## src/rtl/ext_bus_seq_pkg.sv

```systemverilog
package ext_bus_seq_pkg;

  typedef enum logic [2:0] {
    ST_IDLE   = 3'd0,
    ST_LATCH  = 3'd1,
    ST_LATCHX = 3'd2,
    ST_GAP    = 3'd3,
    ST_STROBE = 3'd4,
    ST_ACK    = 3'd5,
    ST_RECOV  = 3'd6,
    ST_REFUSE = 3'd7
  } seq_state_t;

  // Packed MSB first so that the struct maps bits 15..0 of the register.
  typedef struct packed {
    logic       cs_gate_wr;  // 15
    logic       cs_gate_rd;  // 14
    logic       rdy_pol;     // 13
    logic       rdy_en;      // 12
    logic       spare_b;     // 11
    logic       bus_on;      // 10
    logic       ale_long;    // 9
    logic       spare_a;     // 8
    logic       wide;        // 7  : 16-bit bus
    logic       shared;      // 6  : address/data shared
    logic       no_recov;    // 5
    logic       no_gap;      // 4
    logic [3:0] wait_code;   // 3:0 : waits = 15 - code
  } bus_cfg_t;

endpackage

```

## src/rtl/ext_bus_rdy_sync.sv

```systemverilog
module ext_bus_rdy_sync #(
  parameter int STAGES = 2
) (
  input  logic clk_i,
  input  logic rst_ni,
  input  logic async_i,
  output logic sync_o
);
  logic [STAGES-1:0] chain_q;

  for (genvar g = 0; g < STAGES; g++) begin : g_stage
    always_ff @(posedge clk_i or negedge rst_ni) begin
      if (!rst_ni) begin
        chain_q[g] <= 1'b0;
      end else if (g == 0) begin
        chain_q[g] <= async_i;
      end else begin
        chain_q[g] <= chain_q[(g == 0) ? 0 : g-1];
      end
    end
  end

  assign sync_o = chain_q[STAGES-1];
endmodule

```

## src/rtl/ext_bus_wait_cnt.sv

```systemverilog
module ext_bus_wait_cnt #(
  parameter int CNT_W = 4
) (
  input  logic             clk_i,
  input  logic             rst_ni,
  input  logic             load_i,
  input  logic [CNT_W-1:0] load_val_i,
  input  logic             dec_i,
  output logic             zero_o
);
  logic [CNT_W-1:0] cnt_q, cnt_d;

  always_comb begin
    cnt_d = cnt_q;
    if (load_i) begin
      cnt_d = load_val_i;
    end else if (dec_i && (cnt_q != '0)) begin
      cnt_d = cnt_q - 1'b1;
    end
  end

  always_ff @(posedge clk_i or negedge rst_ni) begin
    if (!rst_ni) cnt_q <= '0;
    else         cnt_q <= cnt_d;
  end

  assign zero_o = (cnt_q == '0);

  // a counter that is not yet empty never jumps to empty without loading
  p_no_skip_r3: assert property (@(posedge clk_i) disable iff (!rst_ni)
    (!load_i && dec_i && (cnt_q > 4'(1))) |=> !zero_o);
endmodule

```

## src/rtl/ext_bus_seq.sv

```systemverilog
module ext_bus_seq
  import ext_bus_seq_pkg::*;
#(
  parameter int ADDR_W      = 24,
  parameter int SYNC_STAGES = 2
) (
  input  logic              clk_i,
  input  logic              rst_ni,
  input  logic              cfg_we_i,
  input  logic [15:0]       cfg_wdata_i,
  input  logic              req_i,
  input  logic              we_i,
  input  logic [ADDR_W-1:0] addr_i,
  input  logic [15:0]       wdata_i,
  input  logic [1:0]        be_i,
  output logic              ack_o,
  output logic              err_o,
  output logic [15:0]       rdata_o,
  output logic              ale_o,
  output logic              rd_o,
  output logic              wrl_o,
  output logic              wrh_o,
  output logic              cs_o,
  output logic [ADDR_W-1:0] addr_o,
  output logic [15:0]       ad_o,
  output logic              ad_oe_o,
  input  logic [15:0]       ad_i,
  input  logic              ready_i
);
  localparam int CNT_W  = 4;
  localparam int BYTE_W = 8;

  // reset: asynchronous assert, synchronous release
  logic [1:0] rst_sync_q;
  logic       rst_n;
  always_ff @(posedge clk_i or negedge rst_ni) begin
    if (!rst_ni) rst_sync_q <= 2'b00;
    else         rst_sync_q <= {rst_sync_q[0], 1'b1};
  end
  assign rst_n = rst_sync_q[1];

  bus_cfg_t   cfg_q;
  seq_state_t st_q, st_d;
  logic [ADDR_W-1:0] addr_q;
  logic [15:0] wdata_q, rdata_q;
  logic [1:0]  be_q;
  logic        we_q;
  logic        wait_zero, rdy_sync, rdy_ok, accept, cnt_load, cap_rd;

  // configuration register
  always_ff @(posedge clk_i or negedge rst_n) begin
    if (!rst_n)        cfg_q <= '0;
    else if (cfg_we_i) cfg_q <= bus_cfg_t'(cfg_wdata_i);
  end

  ext_bus_rdy_sync #(.STAGES(SYNC_STAGES)) u_rdy (
    .clk_i (clk_i), .rst_ni(rst_n), .async_i(ready_i), .sync_o(rdy_sync)
  );

  assign rdy_ok   = !cfg_q.rdy_en || (rdy_sync == cfg_q.rdy_pol);
  assign cnt_load = (st_d == ST_STROBE) && (st_q != ST_STROBE);

  ext_bus_wait_cnt #(.CNT_W(CNT_W)) u_wait (
    .clk_i(clk_i), .rst_ni(rst_n), .load_i(cnt_load),
    .load_val_i(~cfg_q.wait_code), .dec_i(st_q == ST_STROBE),
    .zero_o(wait_zero)
  );

  // next-state logic
  always_comb begin
    st_d = st_q;
    unique case (st_q)
      ST_IDLE:   if (req_i) st_d = cfg_q.bus_on ? ST_LATCH : ST_REFUSE;
      ST_LATCH:  st_d = cfg_q.ale_long ? ST_LATCHX
                      : (cfg_q.no_gap ? ST_STROBE : ST_GAP);
      ST_LATCHX: st_d = cfg_q.no_gap ? ST_STROBE : ST_GAP;
      ST_GAP:    st_d = ST_STROBE;
      ST_STROBE: if (wait_zero && rdy_ok) st_d = ST_ACK;
      ST_ACK:    st_d = cfg_q.no_recov ? ST_IDLE : ST_RECOV;
      ST_RECOV:  st_d = ST_IDLE;
      ST_REFUSE: st_d = ST_IDLE;
      default:   st_d = ST_IDLE;
    endcase
  end

  always_ff @(posedge clk_i or negedge rst_n) begin
    if (!rst_n) st_q <= ST_IDLE;
    else        st_q <= st_d;
  end

  // request capture and read data capture
  assign accept = (st_q == ST_IDLE) && req_i && cfg_q.bus_on;
  assign cap_rd = (st_q == ST_STROBE) && (st_d == ST_ACK) && !we_q;

  always_ff @(posedge clk_i or negedge rst_n) begin
    if (!rst_n) begin
      addr_q <= '0; wdata_q <= '0; be_q <= '0; we_q <= 1'b0;
    end else if (accept) begin
      addr_q <= addr_i; wdata_q <= wdata_i; be_q <= be_i; we_q <= we_i;
    end
  end

  always_ff @(posedge clk_i or negedge rst_n) begin
    if (!rst_n)      rdata_q <= '0;
    else if (cap_rd) rdata_q <= cfg_q.wide ? ad_i : {2{ad_i[BYTE_W-1:0]}};
  end

  // pin decode
  logic in_latch, in_gap, in_strobe, in_cycle, cs_gated;
  logic [BYTE_W-1:0] narrow_byte;

  assign in_latch  = (st_q == ST_LATCH) || (st_q == ST_LATCHX);
  assign in_gap    = (st_q == ST_GAP);
  assign in_strobe = (st_q == ST_STROBE);
  assign in_cycle  = in_latch || in_gap || in_strobe;
  assign cs_gated  = we_q ? cfg_q.cs_gate_wr : cfg_q.cs_gate_rd;
  assign narrow_byte = (be_q == 2'b10) ? wdata_q[15:BYTE_W] : wdata_q[BYTE_W-1:0];

  assign ale_o   = in_latch;
  assign rd_o    = in_strobe && !we_q;
  assign wrl_o   = in_strobe && we_q && (!cfg_q.wide || be_q[0]);
  assign wrh_o   = in_strobe && we_q && cfg_q.wide && be_q[1];
  assign cs_o    = cs_gated ? in_strobe : in_cycle;
  assign addr_o  = addr_q;
  assign ad_oe_o = (cfg_q.shared && in_latch) || ((in_gap || in_strobe) && we_q);
  assign ad_o    = (cfg_q.shared && in_latch) ? addr_q[15:0]
                 : (cfg_q.wide ? wdata_q : {{BYTE_W{1'b0}}, narrow_byte});
  assign ack_o   = (st_q == ST_ACK) || (st_q == ST_REFUSE);
  assign err_o   = (st_q == ST_REFUSE);
  assign rdata_o = rdata_q;

  // assertions
  p_refuse_r2: assert property (@(posedge clk_i) disable iff (!rst_n)
    (st_q == ST_IDLE && req_i && !cfg_q.bus_on) |=> (ack_o && err_o && !ale_o && !cs_o));
  p_wait_min_r3: assert property (@(posedge clk_i) disable iff (!rst_n)
    (in_strobe && !wait_zero) |=> in_strobe);
  p_gap_r4: assert property (@(posedge clk_i) disable iff (!rst_n)
    ($fell(ale_o) && !cfg_q.no_gap) |-> !(rd_o || wrl_o || wrh_o));
  p_recov_r5: assert property (@(posedge clk_i) disable iff (!rst_n)
    (st_q == ST_RECOV) |=> (st_q == ST_IDLE && !ale_o));
  p_ale_long_r6: assert property (@(posedge clk_i) disable iff (!rst_n)
    ($fell(ale_o) && cfg_q.ale_long) |-> $past(ale_o, 2));
  p_strobe_excl_r8: assert property (@(posedge clk_i) disable iff (!rst_n)
    !(rd_o && (wrl_o || wrh_o)));
  p_ready_hold_r9: assert property (@(posedge clk_i) disable iff (!rst_n)
    (in_strobe && cfg_q.rdy_en && (rdy_sync != cfg_q.rdy_pol)) |=> in_strobe);
  p_cs_gate_r10: assert property (@(posedge clk_i) disable iff (!rst_n)
    (cs_o && cs_gated) |-> (rd_o || wrl_o || wrh_o));
  p_ack_pulse_r11: assert property (@(posedge clk_i) disable iff (!rst_n)
    ack_o |=> !ack_o);
  p_addr_hold_r12: assert property (@(posedge clk_i) disable iff (!rst_n)
    (in_cycle && $past(in_cycle)) |-> $stable(addr_o));
endmodule

```

## config.mk

```make
export PLATFORM = sky130hd
export DESIGN_NAME = ext_bus_seq
export DESIGN_NICKNAME = d
export VERILOG_FILES = /design/src/rtl/ext_bus_seq_pkg.sv /design/src/rtl/ext_bus_rdy_sync.sv /design/src/rtl/ext_bus_wait_cnt.sv /design/src/rtl/ext_bus_seq.sv
export SDC_FILE = /design/constraint.sdc
export NUM_CORES = 1
export LEC_CHECK = 0
export BUFFER_PORTS_ARGS = -buffer_cell sky130_fd_sc_hd__buf_2
export CAP_MARGIN = 20
export CORE_ASPECT_RATIO = 1.1
export CORE_MARGIN = 2
export CORE_UTILIZATION = 53
export CTS_CLUSTER_DIAMETER = 120
export DETAILED_ROUTE_END_ITERATION = 10
export PLACE_DENSITY = 0.93
export SLEW_MARGIN = 20
export SYNTH_ARGS = -nofsm -noshare
export SYNTH_HDL_FRONTEND = slang
export SYNTH_SLANG_ARGS = --single-unit
```

## constraint.sdc

```tcl
create_clock -name clk_i -period 4.6 [get_ports clk_i]
set_clock_uncertainty 0.1 [all_clocks]
set_input_delay 0.23 -clock clk_i [delete_from_list [all_inputs] [get_ports clk_i]]
set_output_delay 0.23 -clock clk_i [all_outputs]
set_load 0.01 [all_outputs]
```

After elaboration in Yosys (flattened, before gate mapping)
Cells that the tools add are included.
W data, S select, Z words.
- flip-flop bits (word level): 84
- input port bits: 80
- eq/ne operators: 12
- multiplexer cells: 15
- reductions and logical operators: 30
- bitwise operators: 1
- $add $sub $neg: 1
- operators by type and width (operator ; count):
    $mux W16 ; 3
    $pmux W3 S7 ; 1
    $eq A3 B3 Y1 const B ; 6
    $mux W3 ; 6
    $logic_and A1 B1 Y1 ; 14
    $logic_or A1 B1 Y1 ; 8
    $mux W4 ; 2
    $mux W8 ; 1
    $eq A3 B2 Y1 const B ; 2
    $logic_not A4 Y1 ; 1
    $not A4 Y4 ; 1
    $reduce_bool A4 Y1 ; 1
    $sub A4 B1 Y4 const B ; 1
    $eq A3 B1 Y1 const B ; 1
    $logic_not A1 Y1 ; 3
    $logic_not A3 Y1 ; 1
    $ne A3 B3 Y1 const B ; 1
    $eq A2 B2 Y1 const B ; 1
    $mux W1 ; 2
    $reduce_bool A2 Y1 ; 1
    $reduce_or A2 Y1 ; 1
    $eq A1 B1 Y1 ; 1

Logic depth before layout (Yosys ltp)
Gate-level depths: netlist of the first run.
- word-level depth: 8
- mapped depth: 7

Hierarchy
A second synthesis of the first run with hierarchy kept.
- cell total of the unflattened synthesis: 299
- area, all modules: 3960.0 µm²
- modules (own cells, without submodules) (module ; sequential area each (µm²) ; cells an instance ; times used ; area an instance (µm²)):
    ext_bus_seq ; 1951.9 ; 270 ; 1 ; 3657.3
    ext_bus_wait_cnt ; 100.1 ; 27 ; 1 ; 252.7
    ext_bus_rdy_sync ; 50.0 ; 2 ; 1 ; 50.0

Worst setup path after synthesis of the first run
Ideal clock, no wire load.
- path type: reg-to-reg
- start: register u_wait.cnt_q[0]
- end: register rdata_q[10] (netlist: rdata_o[10])
- setup time: 0.125 ns
- buffers on the path: 2
- stages on the path, launching flop included: 8
- data arrival time: 2.168 ns
- path slack: 2.207 ns
- cells stage by stage: dfrtp_1 > inv_1 > ha_1 > or3b_1 > clkbuf_1 > a2111oi_4 > buf_6 > mux2_4
- longest elaborated chain between the ends: 7
- ends and longest elaborated chain (what ; line ; text):
    from (decl) ; ext_bus_wait_cnt.sv:11 ; logic [CNT_W-1:0] cnt_q, cnt_d;
    from (signal assigned) ; ext_bus_wait_cnt.sv:24 ; else cnt_q <= cnt_d;
    $logic_not A4 Y1 ; ext_bus_wait_cnt.sv:27 ; assign zero_o = (cnt_q == '0);
    $logic_and A1 B1 Y1 ; ext_bus_seq.sv:78 ; ST_STROBE: if (wait_zero && rdy_ok) st_d = ST_ACK;
    $mux W3 ; ext_bus_seq.sv:78 ;
    $pmux W3 S7 ; ext_bus_seq.sv:72 ; unique case (st_q)
    $eq A3 B3 Y1 ; ext_bus_seq.sv:93 ; assign cap_rd = (st_q == ST_STROBE) && (st_d == ST_ACK) && !we_q;
    $logic_and A1 B1 Y1 (2 in a row) ; ext_bus_seq.sv:93 ;
    to (signal assigned) ; ext_bus_seq.sv:105 ; else if (cap_rd) rdata_q <= cfg_q.wide ? ad_i : {2{ad_i[BYTE_W-1:0]}};
    to (decl) ; ext_bus_seq.sv:45 ; logic [15:0] wdata_q, rdata_q;
No other way between the ends.
A chain may end at the register's enable or synchronous reset.

Worst setup path after layout of the first run
- start: register cfg_q[7] (netlist name)
- end: output ad_o[5]
- longest elaborated chain between the ends: 2
- ends and longest elaborated chain (what ; line ; text):
    from (decl) ; ext_bus_seq.sv:42 ; bus_cfg_t cfg_q;
    from (signal assigned) ; ext_bus_seq.sv:53 ; else if (cfg_we_i) cfg_q <= bus_cfg_t'(cfg_wdata_i);
    $mux W16 ; ext_bus_seq.sv:127 ; : (cfg_q.wide ? wdata_q : {{BYTE_W{1'b0}}, narrow_byte});
    $mux W16 ; ext_bus_seq.sv:126 ; assign ad_o = (cfg_q.shared && in_latch) ? addr_q[15:0]
    to (decl) ; ext_bus_seq.sv:25 ; output logic [15:0] ad_o,
No other way between the ends.

==> impl_metrics.tcl, run 1 <==
set metrics [dict create \
    min_from "addr_i[19]" \
    synth_cell_type_count 42 \
    drt_iter0_drc 82 \
    grt_max_degree 83 \
    portBuffers 141 \
    coreArea_um2 7087 \
    die_h_um 94.39 \
    synth.top_cell.area_share_pct 53.40 \
    finalNetCount 521 \
    ys.flop_type "dfrtp_1" \
    drc_errors 0 \
    ant_nets 0 \
    numCtsBuffers 9 \
    start_util_pct 55.54 \
    reg2reg_slack_ns 2.16 \
    totalWireLength_um 8670 \
    tritoncts "yes" \
    synthArstFlopShare_pct 100.0 \
    ys_ff_latch 84 \
    layout_commonest_cell "buf_2" \
    maxCapViolCount 0 \
    cts_buffer_depth 2 \
    fmax_mhz 339.7 \
    fin_crit_sh_pct 64.00 \
    status "completed" \
    ys_warn_count 0 \
    whs_path_depth 2 \
    antenna_found_initial 0 \
    drv_slew 0 \
    worst_pin_slew_ns 0.9667 \
    hold_class "input pin to flop" \
    synth_edf_count 0 \
    drive_above_1_share_pct 59.55 \
    arrival_ns 2.61 \
    syn_area_um2 3936 \
    dieArea_um2 8133 \
    grt_usage_pct 21.68 \
    cp_max_fo 20 \
    startpoint_type "flop" \
    syn_nets 374 \
    rows 32 \
    timing.rr.end "rdata_o[2]" \
    hpwl_um 6108 \
    io_pins 144 \
    die_w_um 86.17 \
    gp_congestion 0.7617 \
    worstHoldEndpoint "addr_o[19]" \
    crit_type "flop to output pin" \
    grt_pass1_vias 2898 \
    worst_ep_required_time_ns 4.27 \
    post-route-min-period_ns 2.944 \
    area_delta_synth_final_pct 27.27 \
    end_kind "output pin" \
    routed_via_density 5.300 \
    setup_viol 0 \
    clock_latency_ns 0.34 \
    powerDensity_nw_per_um2 601.8 \
    clock_sink_count 84 \
    synth_area_leader_cell "dfrtp_1" \
    final_cell_mix "141 x buf_2, 89 x mux2_2, 83 x dfrtp_1, 15 x inv_1, 12 x nand2_1" \
    slew_headroom_pct 35.56 \
    syn_inst 293 \
    cts_max_level 3 \
    grt-ovfl-total 0 \
    cts_post_setup_buffers_inserted 0 \
    post_cts_resized 0 \
    antenna-diode-count 0 \
    final_hold_viol_count 0 \
    vias 2809 \
    hold_buffers 9 \
    rsz0062_at_grt "false" \
    seq_area_frac_synth_pct 53.40 \
    cts-root-buf "clkbuf_8" \
    peakVddDrop_mv 0.3397 \
    place_ws_ns 2.022 \
    worstReg2RegStart "u_wait.cnt_q[0]" \
    clkTransAtPathRegs_ns 0.09 \
    wl_per_cell_um 16.36 \
    rr_worst_depth 6 \
    avgSynthCellArea_um2 13.43 \
    worst_slack_ns 1.656 \
    p_leak_nw 2.507 \
    synth_area_leaders "dfrtp_1 53%, mux2_2 25%, mux2_4 3.8%, mux2i_1 2.3%, inv_1 1.4%" \
    finalSetupTns_ns 0 \
    grt_first_pass_wirelength_um 13630 \
    firstDrtPassIters 4 \
]
==> worst max-delay path, stage by stage (launching register included) <==
cell     delay (ns)
dfrtp_1        0.69
nor3b_2        0.75
mux2_2         0.42
mux2_2         0.27
buf_2          0.15
==> worst max-delay path by stage <==
stage	from	endpoint	slack (ns)
6_report	cfg_q[7]	ad_o[5]	1.66
5_1_grt	cfg_q[7]	ad_o[5]	1.49
4_1_cts	cfg_q[7]	ad_o[5]	1.65
3_5_place_dp	cfg_q[7]	ad_o[5]	2.02
3_3_place_gp	cfg_q[7]	ad_o[1]	2.05
2_1_floorplan	rst_sync_q[1]	addr_o[0]	1.99
==> layout make-up <==
type                       instances  area (um^2)
sequential                        84         2106
tap                               85        106.4
timing repair buffer             153        840.8
inverter                          15        56.30
multi-input combinational        177         1699
clock inverter                     5        60.06
clock buffer                      11        141.4
fill                             508         2077
==> cell families (layout without fill, tap and decap cells) <==
kind of cell,after synthesis,in the layout,share of synthesized area [%]
multiplexers,108,108,31.56
flip-flops,84,84,53.40
AND/OR/NAND/NOR,38,38,5.690
buffers and inverters,32,184,3.464
AO/OA/AOI/OAI,27,27,5.023
XOR/XNOR,2,2,0.4451
adder cells (fa/ha/maj),1,1,0.3178
other,1,1,0.09527
==> layer usage <==
layer | up-vias | part of all wire [%] | global-route usage [%]
li1 | 1331 | - | -
met1 | 1369 | 41 | 26.69
met2 | 95 | 52 | 37.60
met3 | 14 | 5.1 | 4.196
met4 | 0 | 1.6 | 8.724
met5 | - | 0 | 0
==> cells in the mapped netlist (2+ instances only) <==
cell type / n
o21a_1: 2
a211oi_1: 4
mux2_2: 89
a21oi_1: 5
or3b_1: 2
o21ai_0: 7
nand2_1: 12
nor2_1: 3
mux2_4: 10
dfrtp_1: 84
inv_1: 15
buf_2: 7
nand2b_1: 3
or3_1: 2
or3b_2: 2
mux2i_1: 9
clkbuf_1: 9
and3_1: 4
==> power by group <==
| group | internal [W] | leakage (nW) | switching (W) |
|---|---|---|---|
| clock network | 0.000268 | 0.0999 | 0.000263 |
| logic | 0.000674 | 1.39 | 0.000551 |
| registers | 0.00103 | 1.02 | 0.000233 |
==> sequential cells by signal, summed over array words and instances, names as in the netlist <==
signal,cells
addr_o,24
rdata_o,16
wdata_q,16
cfg_q,14
u_wait.cnt_q,4
st_q,3
be_q,2
rst_sync_q,2
u_rdy.chain_q,1
u_rdy.sync_o,1
we_q,1
==> through the flow <==
stage	total power [W]	cells	hold slack [ns]	area, um^2	util [%]
floorplan	0.002048	293	-0.1656	3936	-
global placement	0.002414	503	-0.08506	4681	66.05
detailed placement	0.002490	503	-0.08353	4681	66.05
CTS	0.003027	528	0.00001410	4972	70.16
global route	0.003204	530	0.003177	5010	70.69
finish	0.003015	530	0.01526	5010	70.69
Note: power is estimated with default switching activity, not from simulation.
==> run 2, diff against run 1 <==
- CORE_UTILIZATION: 53 -> 50
- PLACE_DENSITY: 0.93 -> 0.89
- clock period: 4.6 -> 3 ns (I/O delays scaled with it)
==> run 2 against run 1 <==
Non-clock buffer count rose by 61. Power rose by 59%. Clock power rose by 56%. Core utilization rose by 3.9 points. Sequential share of layout area fell by 4.7 points. Die area rose by 5.7%. Critical endpoint is now ad_o[7].
==> impl_metrics.tcl, run 2 (synthesis results as in run 1) <==
set metrics [dict create \
    fin_crit_sh_pct 88.29 \
    dpl.cell_count 526 \
    worstReg2RegStart "u_wait.cnt_q[0]" \
    startpoint_type "flop" \
    portBuffers 141 \
    clock_sink_count 84 \
    p_leak_nw 2.758 \
    hold_class "input pin to flop" \
    final_cell_mix "141 x buf_2, 89 x mux2_2, 83 x dfrtp_1, 68 x dlygate4sd3_1, 15 x inv_1" \
    totalWireLength_um 10390 \
    powerDensity_nw_per_um2 849.6 \
    largest_register_ffs 24 \
    hpwl_um 6041 \
    whs_path_depth 3 \
    end_kind "output pin" \
    reg2reg_slack_ns 0.51 \
    peakVddDrop_mv 0.5251 \
    status "completed" \
    layout_commonest_cell "buf_2" \
    cp_max_fo 17 \
    routed_via_density 5.180 \
    use_met2_pct 43.03 \
    antenna-diode-count 0 \
    drt_iter0_drc 93 \
    die_h_um 97.06 \
    fmax_mhz 377.5 \
    rsz0062_at_grt "false" \
    slew_headroom_pct 52.80 \
    setup_viol 0 \
    drv_slew 0 \
    coreArea_um2 7556 \
    grt-ovfl-total 0 \
    met1_usage_pct 28.37 \
    cts-root-buf "clkbuf_8" \
    grt_usage_pct 25.11 \
    area_delta_synth_final_pct 43.17 \
    finalSetupTns_ns 0 \
    grt_first_pass_wirelength_um 16570 \
    post_cts_resized 0 \
    worst_ep_required_time_ns 2.75 \
    drive_above_1_share_pct 52.96 \
    clock_latency_ns 0.35 \
    vias 3165 \
    grt_pass1_vias 3520 \
    grt_use_met3_pct 4.418 \
    start_util_pct 52.09 \
    rr_worst_depth 6 \
    worstHoldEndpoint "rdata_o[8]" \
    numCtsBuffers 9 \
    ant_nets 0 \
    finalNetCount 582 \
    fillers 481 \
    rows 33 \
    cts_buffer_depth 2 \
    timing.rr.end "rdata_o[2]" \
    finalNonFillerCells 611 \
    crit_type "flop to output pin" \
    placed_area_um2 4728 \
    grt_max_degree 83 \
    maxCapViolCount 0 \
    io_pins 144 \
    post-route-min-period_ns 2.649 \
    firstDrtPassIters 4 \
    worst_pin_slew_ns 0.7049 \
    gp_congestion 0.8994 \
    die_w_um 88.60 \
    final_hold_viol_count 0 \
    wl_per_cell_um 17.00 \
    tritoncts "yes" \
    cts_max_level 3 \
    top_usage_layer "met2" \
    dieArea_um2 8600 \
    final_area_um2 5635 \
    min_from "ad_i[8]" \
    clkTransAtPathRegs_ns 0.09 \
    drc_errors 0 \
    antenna_found_initial 0 \
    arrival_ns 2.40 \
]
==> run 2: timing repair <==
item,in CTS,in global routing
endpoints found under the hold margin,68,0
hold buffers,68,0
setup buffers,0,0
==> run 2: where the power goes <==
part / switching, W / internal [W]
Combinational: 0.000934 / 0.00110
Clock: 0.000434 / 0.000393
Sequential: 0.000359 / 0.00157
Total: 0.00173 / 0.00306
==> run 2: worst max path at each step <==
stage	slack (ns)	from	endpoint
global placement	0.65	u_wait.cnt_q[0]	rdata_o[3]
CTS	0.36	st_q[0]	ad_o[6]
global route	0.26	st_q[0]	ad_o[7]
detailed placement	0.54	u_wait.cnt_q[0]	rdata_o[4]
finish	0.35	st_q[0]	ad_o[7]
floorplan	0.39	rst_sync_q[1]	addr_o[0]
==> run 2: critical path, cell delays in order (launching register included) <==
cell and delay (ns):
dfrtp_1 0.65, xnor2_1 0.14, or3b_2 0.72, mux2_2 0.39, buf_2 0.15
==> run 2: per-stage QoR <==
| stage | utilization (%) | total power (W) | hold slack, ns | setup slack, ns |
|---|---|---|---|---|
| 3_5_place_dp | 62.58 | 0.003826 | -0.1587 | 0.5356 |
| 2_1_floorplan | - | 0.003140 | -0.2456 | 0.3872 |
| 5_1_grt | 74.58 | 0.005075 | 0.05281 | 0.2609 |
| 6_report | 74.58 | 0.004788 | 0.05751 | 0.3512 |
| 3_3_place_gp | 62.58 | 0.003732 | -0.1652 | 0.6525 |
| 4_1_cts | 74.22 | 0.004733 | 0.03985 | 0.3552 |
==> run 2: per-layer routing <==
layer  part of all wire (%)  vias up
li1                       -     1454
met1                     38     1552
met2                     53      114
met3                    3.8       45
met4                    5.0        0
met5                      0        -
==> run 2: final cells by class <==
| cell class | instances | area (um^2) | area share (%) |
|---|---|---|---|
| inverters | 15 | 56.30 | 0.9991 |
| multi-input cells | 177 | 1699 | 30.15 |
| well taps | 105 | 131.4 | 2.331 |
| repair buffers | 214 | 1444 | 25.62 |
| clock inverters | 6 | 71.32 | 1.266 |
| flip-flops and latches | 84 | 2106 | 37.37 |
| clock buffers | 10 | 127.6 | 2.265 |
